## config.mk

```make
export PLATFORM = sky130hd
export DESIGN_NAME = iocyc_bridge
export DESIGN_NICKNAME = d
export VERILOG_FILES = /design/src/rtl/iocyc_bridge.sv
export SDC_FILE = /design/constraint.sdc
export NUM_CORES = 1
export LEC_CHECK = 0
export ABC_AREA = 1
export BUFFER_PORTS_ARGS = -buffer_cell sky130_fd_sc_hd__buf_2
export CORE_MARGIN = 4
export CORE_UTILIZATION = 39
export DETAILED_ROUTE_END_ITERATION = 8
export PLACE_DENSITY = 0.85
export SYNTH_ARGS = -nofsm -noshare
export SYNTH_HDL_FRONTEND = slang
export SYNTH_SLANG_ARGS = --single-unit
export TNS_END_PERCENT = 100
```

## constraint.sdc

```tcl
create_clock -name clk -period 1.5 [get_ports clk]
set_clock_uncertainty 0.1 [all_clocks]
set_input_delay 0.3 -clock clk [delete_from_list [all_inputs] [get_ports clk]]
set_output_delay 0.3 -clock clk [all_outputs]
set_load 0.005 [all_outputs]
```

## src/rtl/iocyc_bridge.sv

```systemverilog
module iocyc_bridge #(
  parameter int DIV = 3
) (
  input  logic        clk,
  input  logic        rst_n,
  input  logic        cpu_req,
  input  logic [32:0] cpu_addr,
  input  logic [63:0] cpu_wdata,
  output logic        cpu_ack,
  output logic [63:0] cpu_rdata,
  output logic        io_clk,
  output logic        io_ads_n,
  output logic        io_mio,
  output logic        io_dc,
  output logic        io_wr,
  output logic        io_lock_n,
  output logic [26:2] io_addr,
  output logic [3:0]  io_be_n,
  output logic [31:0] io_wdata,
  input  logic [31:0] io_rdata,
  input  logic        io_rdy_n
);
  localparam int CW = (DIV > 1) ? $clog2(DIV) : 1;

  typedef enum logic [1:0] {IDLE, STROBE, HOLD} st_t;
  st_t st;

  logic [CW-1:0] cnt;
  logic          ce;
  logic [3:0]    dec;
  logic [3:0]    mask;

  assign ce   = (cnt == CW'(DIV - 1));
  assign mask = cpu_addr[3:0];

  always_comb begin
    case (cpu_addr[32:30])
      3'd0:    dec = 4'b1100;
      3'd1:    dec = 4'b1110;
      3'd2:    dec = 4'b0100;
      3'd3:    dec = 4'b0110;
      3'd4:    dec = 4'b0000;
      3'd5:    dec = 4'b1010;
      3'd6:    dec = 4'b1101;
      default: dec = 4'b1111;
    endcase
  end

  always_ff @(posedge clk) begin
    if (!rst_n) begin
      cnt       <= '0;
      io_clk    <= 1'b0;
      st        <= IDLE;
      cpu_ack   <= 1'b0;
      cpu_rdata <= '0;
      io_ads_n  <= 1'b1;
      io_mio    <= 1'b0;
      io_dc     <= 1'b0;
      io_wr     <= 1'b0;
      io_lock_n <= 1'b1;
      io_addr   <= '0;
      io_be_n   <= 4'hF;
      io_wdata  <= '0;
    end else begin
      cnt     <= ce ? '0 : cnt + 1'b1;
      io_clk  <= ce;
      cpu_ack <= 1'b0;
      if (ce) begin
        case (st)
          IDLE: if (cpu_req) begin
            io_ads_n  <= 1'b0;
            {io_mio, io_dc, io_wr} <= dec[3:1];
            io_lock_n <= ~dec[0];
            io_addr   <= {cpu_addr[26:5], cpu_addr[29:27]};
            io_be_n   <= (mask == 4'h0) ? 4'h0 : ~mask;
            io_wdata  <= cpu_addr[4] ? cpu_wdata[63:32] : cpu_wdata[31:0];
            st        <= STROBE;
          end
          STROBE: begin
            io_ads_n <= 1'b1;
            st       <= HOLD;
          end
          default: if (!io_rdy_n) begin
            cpu_ack   <= 1'b1;
            io_lock_n <= 1'b1;
            if (!io_wr) cpu_rdata <= {2{io_rdata}};
            st        <= IDLE;
          end
        endcase
      end
    end
  end
endmodule


```

Yosys cells after proc, flatten, opt, wreduce, memory -nomap -nowiden
Index checks and enable logic that the tools add are counted.
{"block": "op_classes", "add_sub_neg": 1, "n_mul": 0, "div": 0, "order_cmp": 0, "eq_ne": 11, "shifts": 0, "muxes": 12, "bitwise_logic": 8, "reduce_logical": 12}
{"operator": "$mux W32", "n": 1}
{"operator": "$pmux W4 S7", "n": 1}
{"operator": "$eq A3 B3 Y1 const B", "n": 3}
{"operator": "$reduce_and A3 Y1", "n": 3}
{"operator": "$reduce_and A4 Y1", "n": 2}
{"operator": "$not A1 Y1", "n": 7}
{"operator": "$eq A3 B2 Y1 const B", "n": 2}
{"operator": "$logic_not A4 Y1", "n": 1}
{"operator": "$mux W1", "n": 4}
{"operator": "$mux W2", "n": 2}
{"operator": "$mux W4", "n": 1}
{"operator": "$not A4 Y4", "n": 1}
{"operator": "$pmux W1 S2", "n": 2}
{"operator": "$pmux W2 S2", "n": 1}
{"operator": "$reduce_or A2 Y1", "n": 2}
{"operator": "$reduce_or A4 Y1", "n": 1}
{"operator": "$eq A3 B1 Y1 const B", "n": 1}
{"operator": "$logic_not A3 Y1", "n": 1}
{"operator": "$ne A3 B1 Y1 const B", "n": 1}
{"operator": "$add A2 B1 Y2 const B", "n": 1}
{"operator": "$eq A2 B1 Y1 const B", "n": 1}
{"operator": "$eq A2 B2 Y1 const B", "n": 1}
{"operator": "$logic_not A2 Y1", "n": 1}
{"operator": "$ne A2 B1 Y1 const B", "n": 1}
{"operator": "2 further kinds", "n": 2}
{"block": "word_totals", "reg_bits": 136, "latchBits": 0, "ramBits": 0, "rom_bits": 0, "out_inout_bits": 132, "mem_count": 0}

Longest topological paths before layout
{"block": "logic_depth", "depth_word": 5, "ltp_mapped": 8}

Least setup slack after synthesis
OpenSTA, ideal clock, no wires.
{"block": "synth_path", "path_kind": "reg2reg", "startpoint": "reg cnt[0]", "endpoint": "reg io_wdata[12]", "setup_ns": 0.116, "t_arrival_ns": 1.151, "t_required_ns": 1.284, "slack_ns": 0.134, "path_stages_with_launch": 8, "synth_period_minus_slack_ns": 1.366, "path_cell_list": "dfxtp_1 inv_1 ha_1 nand3_2 buf_6 clkbuf_2 o21ai_0 nor2_1"}
{"block": "synth_via", "elab_chain_len": 2}
{"element": "start: declaration", "line": "28", "text": "logic [CW-1:0] cnt;"}
{"element": "start signal: assignment", "line": "65", "text": "cnt <= ce ? '0 : cnt + 1'b1;"}
{"element": "$eq A2 B2 Y1", "line": "33", "text": "assign ce = (cnt == CW'(DIV - 1));"}
{"element": "via ce", "line": "29", "text": "logic ce;"}
{"element": "$reduce_and A3 Y1 (no source line)"}
{"element": "end signal: assignment", "line": "76", "text": "io_wdata <= cpu_addr[4] ? cpu_wdata[63:32] : cpu_wdata[31:0];"}
{"element": "end: declaration", "line": "19", "text": "output logic [31:0] io_wdata,"}
The timed path passes the listed nets, and every way through them passes these cells.
A chain may end at the register's enable or synchronous reset.

Final worst setup path
{"block": "layout_path", "startpoint": "reg cnt[0]", "endpoint": "reg io_addr[21] (netlist name)"}
{"block": "layout_via", "elab_chain_len": 2}
{"element": "$eq A2 B2 Y1", "line": "33"}
{"element": "via ce", "line": "29"}
{"element": "$reduce_and A3 Y1 (no source line)"}
{"element": "end signal: assignment", "line": "74", "text": "io_addr <= {cpu_addr[26:5], cpu_addr[29:27]};"}
{"element": "end: declaration", "line": "17", "text": "output logic [26:2] io_addr,"}
The timed path passes the listed nets, and every way through them passes these cells.

==> impl_metrics.env <==
export IMPL_finalNonFillerCells=964
export IMPL_timing_worst_setup_path_type="reg -> reg"
export IMPL_via_count_of_the_first_global_routing_pass=3945
export IMPL_synth_top_cell_by_area="sky130_fd_sc_hd__dfxtp_1"
export IMPL_cts_tree="done"
export IMPL_placed_cells_incl_taps=947
export IMPL_yosys_warnings=0
export IMPL_critPathMaxStageDelay_ns=0.33
export IMPL_number_of_failing_hold_endpoints_at_the_final_stage=0
export IMPL_net_switching_power_mw=1.69
export IMPL_die_width_um=114
export IMPL_seq_area_um2=2080
export IMPL_post_route_cells_drive_above_1_share_pct=36.2
export IMPL_status="finished clean"
export IMPL_wl_mm=12.0
export IMPL_detailroute_via_count=4363
export IMPL_syn2layout_area_growth_pct=34.0
export IMPL_critPathLaunchType="flip-flop"
export IMPL_route_detailed_wl_per_inst_um=12.5
export IMPL_layout_nets=953
export IMPL_power_density_over_the_cells_nw_per_um2=1030
export IMPL_share_of_power_burned_in_registers_pct=51.2
export IMPL_crit_chain="inv_1 -> ha_4 -> nand3_4 -> buf_12 -> o21ai_1 -> nor2_1"
export IMPL_cp_required_ns=1.64
export IMPL_clk_transition_reported_paths_ns=0.10
export IMPL_avgSynthCellArea_um2=7.25
export IMPL_global_route_wire_length_before_repair_mm=18.5
export IMPL_cts_root_buffer="sky130_fd_sc_hd__clkbuf_8"
export IMPL_crit_path_top_delay_cell="sky130_fd_sc_hd__dfxtp_1"
export IMPL_mappedNetlistNets=735
export IMPL_effective_utilization_at_floorplan_pct=40.0
export IMPL_share_clk_of_total_power_pct=29.9
export IMPL_timing_max_slew_rel_slack_pct=84.5
export IMPL_remaining_number_of_nets_flagged_by_the_antenna_check_after_routing=0
export IMPL_fp_row_count=38
export IMPL_setup_worst_path_end_class="flip-flop"
export IMPL_fmax_mhz=713
export IMPL_place_port_buffers=264
export IMPL_antenna_diode_count=0
export IMPL_num_io_pins=265
export IMPL_synthesis_instances=601
export IMPL_finalMaxSlewViolations=0
export IMPL_dr_first_iter_drc_count=306
export IMPL_design_internal_power_mw=4.31
export IMPL_grt_start_max_net_pins=65
export IMPL_route_detailed_drc=0
export IMPL_chipHeight_um=114
export IMPL_setup_viol=0
export IMPL_hpwl_reported_at_the_end_of_detailed_placement_mm=9.22
export IMPL_design_power_total_mw=6.00
export IMPL_cts_hold_buffers=0
export IMPL_multi_input_comb_area_um2=1670
export IMPL_clkSinkCount=104
export IMPL_synthTopCellsByArea="sky130_fd_sc_hd__dfxtp_1 48%, sky130_fd_sc_hd__nor2_1 16%, sky130_fd_sc_hd__o21ai_0 11%"
export IMPL_fp_dieArea_um2=12900
export IMPL_comb_power_share_pct=18.9
export IMPL_arrival_ns=1.54
export IMPL_post_route_period_util_pct=93.5
export IMPL_drt_pass1_iter_count=6
export IMPL_grtUsageTotal_pct=17.8
export IMPL_leakagePower_nw=3.02
export IMPL_grt_antenna_before_repair=0
export IMPL_number_of_buffers_added_for_setup_after_cts=0
export IMPL_tritoncts_num_buffers=9
export IMPL_timing_hold_worst_class="in -> reg"
export IMPL_max_slew_worst_pin_slew_ns=0.230
export IMPL_yosys_area_top_type_share_pct=47.8
export IMPL_yosysUniqueCellTypes=21
export IMPL_fill_count=1067
export IMPL_final_critical_path_time_including_i_o_delays_and_setup_ns=1.40
export IMPL_finalHoldWorstSlack_ns=0.0534
export IMPL_ctsLongestPathBuffers=2
export IMPL_vdd_drop_max_uv=591
export IMPL_core_area_um2=10900
export IMPL_insertion_delay_ns=0.35
export IMPL_synth_seq_cells=104
export IMPL_power_switching_share_pct=28.1
export IMPL_htree_num_levels=3
export IMPL_grt_residual_overflow=0
export IMPL_synth_area_um2=4360
export IMPL_sequential_share_of_the_synthesized_area_pct=47.8
export IMPL_routed_via_density=4.53
export IMPL_critical_path_max_fanout=22
export IMPL_max_cap_viol_count=0
export IMPL_gp_congestion=0.865
[cell families (layout without fill, tap and decap cells)]
family | count (synthesis) | after routing | synth area share, %
buffers and inverters | 116 | 339 | 14.6
and+or+nand+nor | 248 | 248 | 22.0
AOI/OAI and AO/OA | 132 | 132 | 15.3
DFF | 104 | 104 | 47.8
adders and majority gates | 1 | 1 | 0.287
[area by class of cell]
cell class | count | share of cell area, %
timing repair buffer | 276 | 26.1
multi-input combinational | 381 | 28.5
sequential | 104 | 35.7
clock buffer | 10 | 2.19
clock inverter | 6 | 1.29
tap | 140 | 3.00
inverter | 47 | 3.19
[placed cells by master, fill, tap and decap left out, types with 2 or more instances in the layout]
cell,Yosys,routed
sky130_fd_sc_hd__a21oi_1,7,6
sky130_fd_sc_hd__buf_12,0,7
sky130_fd_sc_hd__buf_2,8,264
sky130_fd_sc_hd__buf_4,36,3
sky130_fd_sc_hd__clkbuf_8,0,9
sky130_fd_sc_hd__dfxtp_1,104,104
sky130_fd_sc_hd__inv_1,45,45
sky130_fd_sc_hd__inv_6,0,4
sky130_fd_sc_hd__nand2_1,48,48
sky130_fd_sc_hd__nand3_1,8,7
sky130_fd_sc_hd__nand4_1,2,2
sky130_fd_sc_hd__nor2_1,185,185
sky130_fd_sc_hd__nor3_1,3,3
sky130_fd_sc_hd__o21ai_0,98,98
sky130_fd_sc_hd__o21ai_1,25,25
[stage by stage]
| stage | worst slack, ns | cell area [µm²] | utilization (%) | setup TNS, ns |
|---|---|---|---|---|
| floorplan | 0.134 | 4360 | - | 0 |
| global placement | 0.0162 | 5560 | 51.1 | 0 |
| detailed placement | -0.0517 | 5560 | 51.1 | -0.912 |
| CTS | 0.00267 | 5820 | 53.5 | 0 |
| global route | -0.00429 | 5840 | 53.6 | -0.00429 |
| finish | 0.0981 | 5840 | 53.6 | 0 |
[cell usage after synthesis, drive strengths merged]
| cell type | number |
|---|---|
| nor2 | 186 |
| buf | 51 |
| clkbuf | 18 |
| o21ai | 123 |
| nand3 | 9 |
| nor3 | 3 |
| ha | 1 |
| nand4 | 2 |
| o211ai | 1 |
| inv | 47 |
| a21oi | 7 |
| o21a | 1 |
| nand2 | 48 |
| dfxtp | 104 |
[flip-flops by register name (all words and copies together) (netlist names)]
register / cells
io_mio: 1
io_wdata: 32
st: 2
io_ads_n: 1
cnt: 2
io_clk: 1
io_dc: 1
io_lock_n: 1
cpu_ack: 1
cpu_rdata: 32
io_be_n: 4
io_wr: 1
io_addr: 25
[critical path: cells and delay by family, from the launching register on]
| kind | cells | cell delay (ns) |
|---|---|---|
| fa+ha+maj | 1 | 0.17 |
| flops | 1 | 0.33 |
| simple gates | 2 | 0.20 |
| buf+inv | 2 | 0.28 |
| compound gates | 1 | 0.20 |
[power groups by stage]
stage	Combinational, mW	Sequential [mW]	Clock [mW]
after floorplan	0.577	3.15	0
after detailed placement	1.10	3.13	0
after CTS	1.15	3.07	1.86
final	1.14	3.07	1.79
after global placement	1.08	3.12	0
after global routing	1.30	3.10	1.99
[final timing paths]
kind                 endpoint  cells after the start      from  slack [ns]
setup / recovery  io_addr[21]                      6    cnt[0]         0.1
hold reg to reg        cnt[0]                      1    cnt[0]        0.33
setup reg to reg  io_addr[21]                      6    cnt[0]         0.1
hold / removal        cpu_ack                      2  io_rdy_n        0.05
[layer usage]
layer	GRT usage (%)	vias up	part of all wire, %
met5	0	-	0
met4	6.49	0	2.3
met3	6.05	21	10
met2	31.9	196	50
met1	19.4	1860	38
li1	-	2286	-
[what timing repair did]
action                     CTS  global route
hold endpoints to repair     0             0
resized for setup            7             5
cloned                       1             0
setup endpoints to repair   83            61
pin swaps                    0             3
Note: power is estimated with default switching activity, not from simulation.
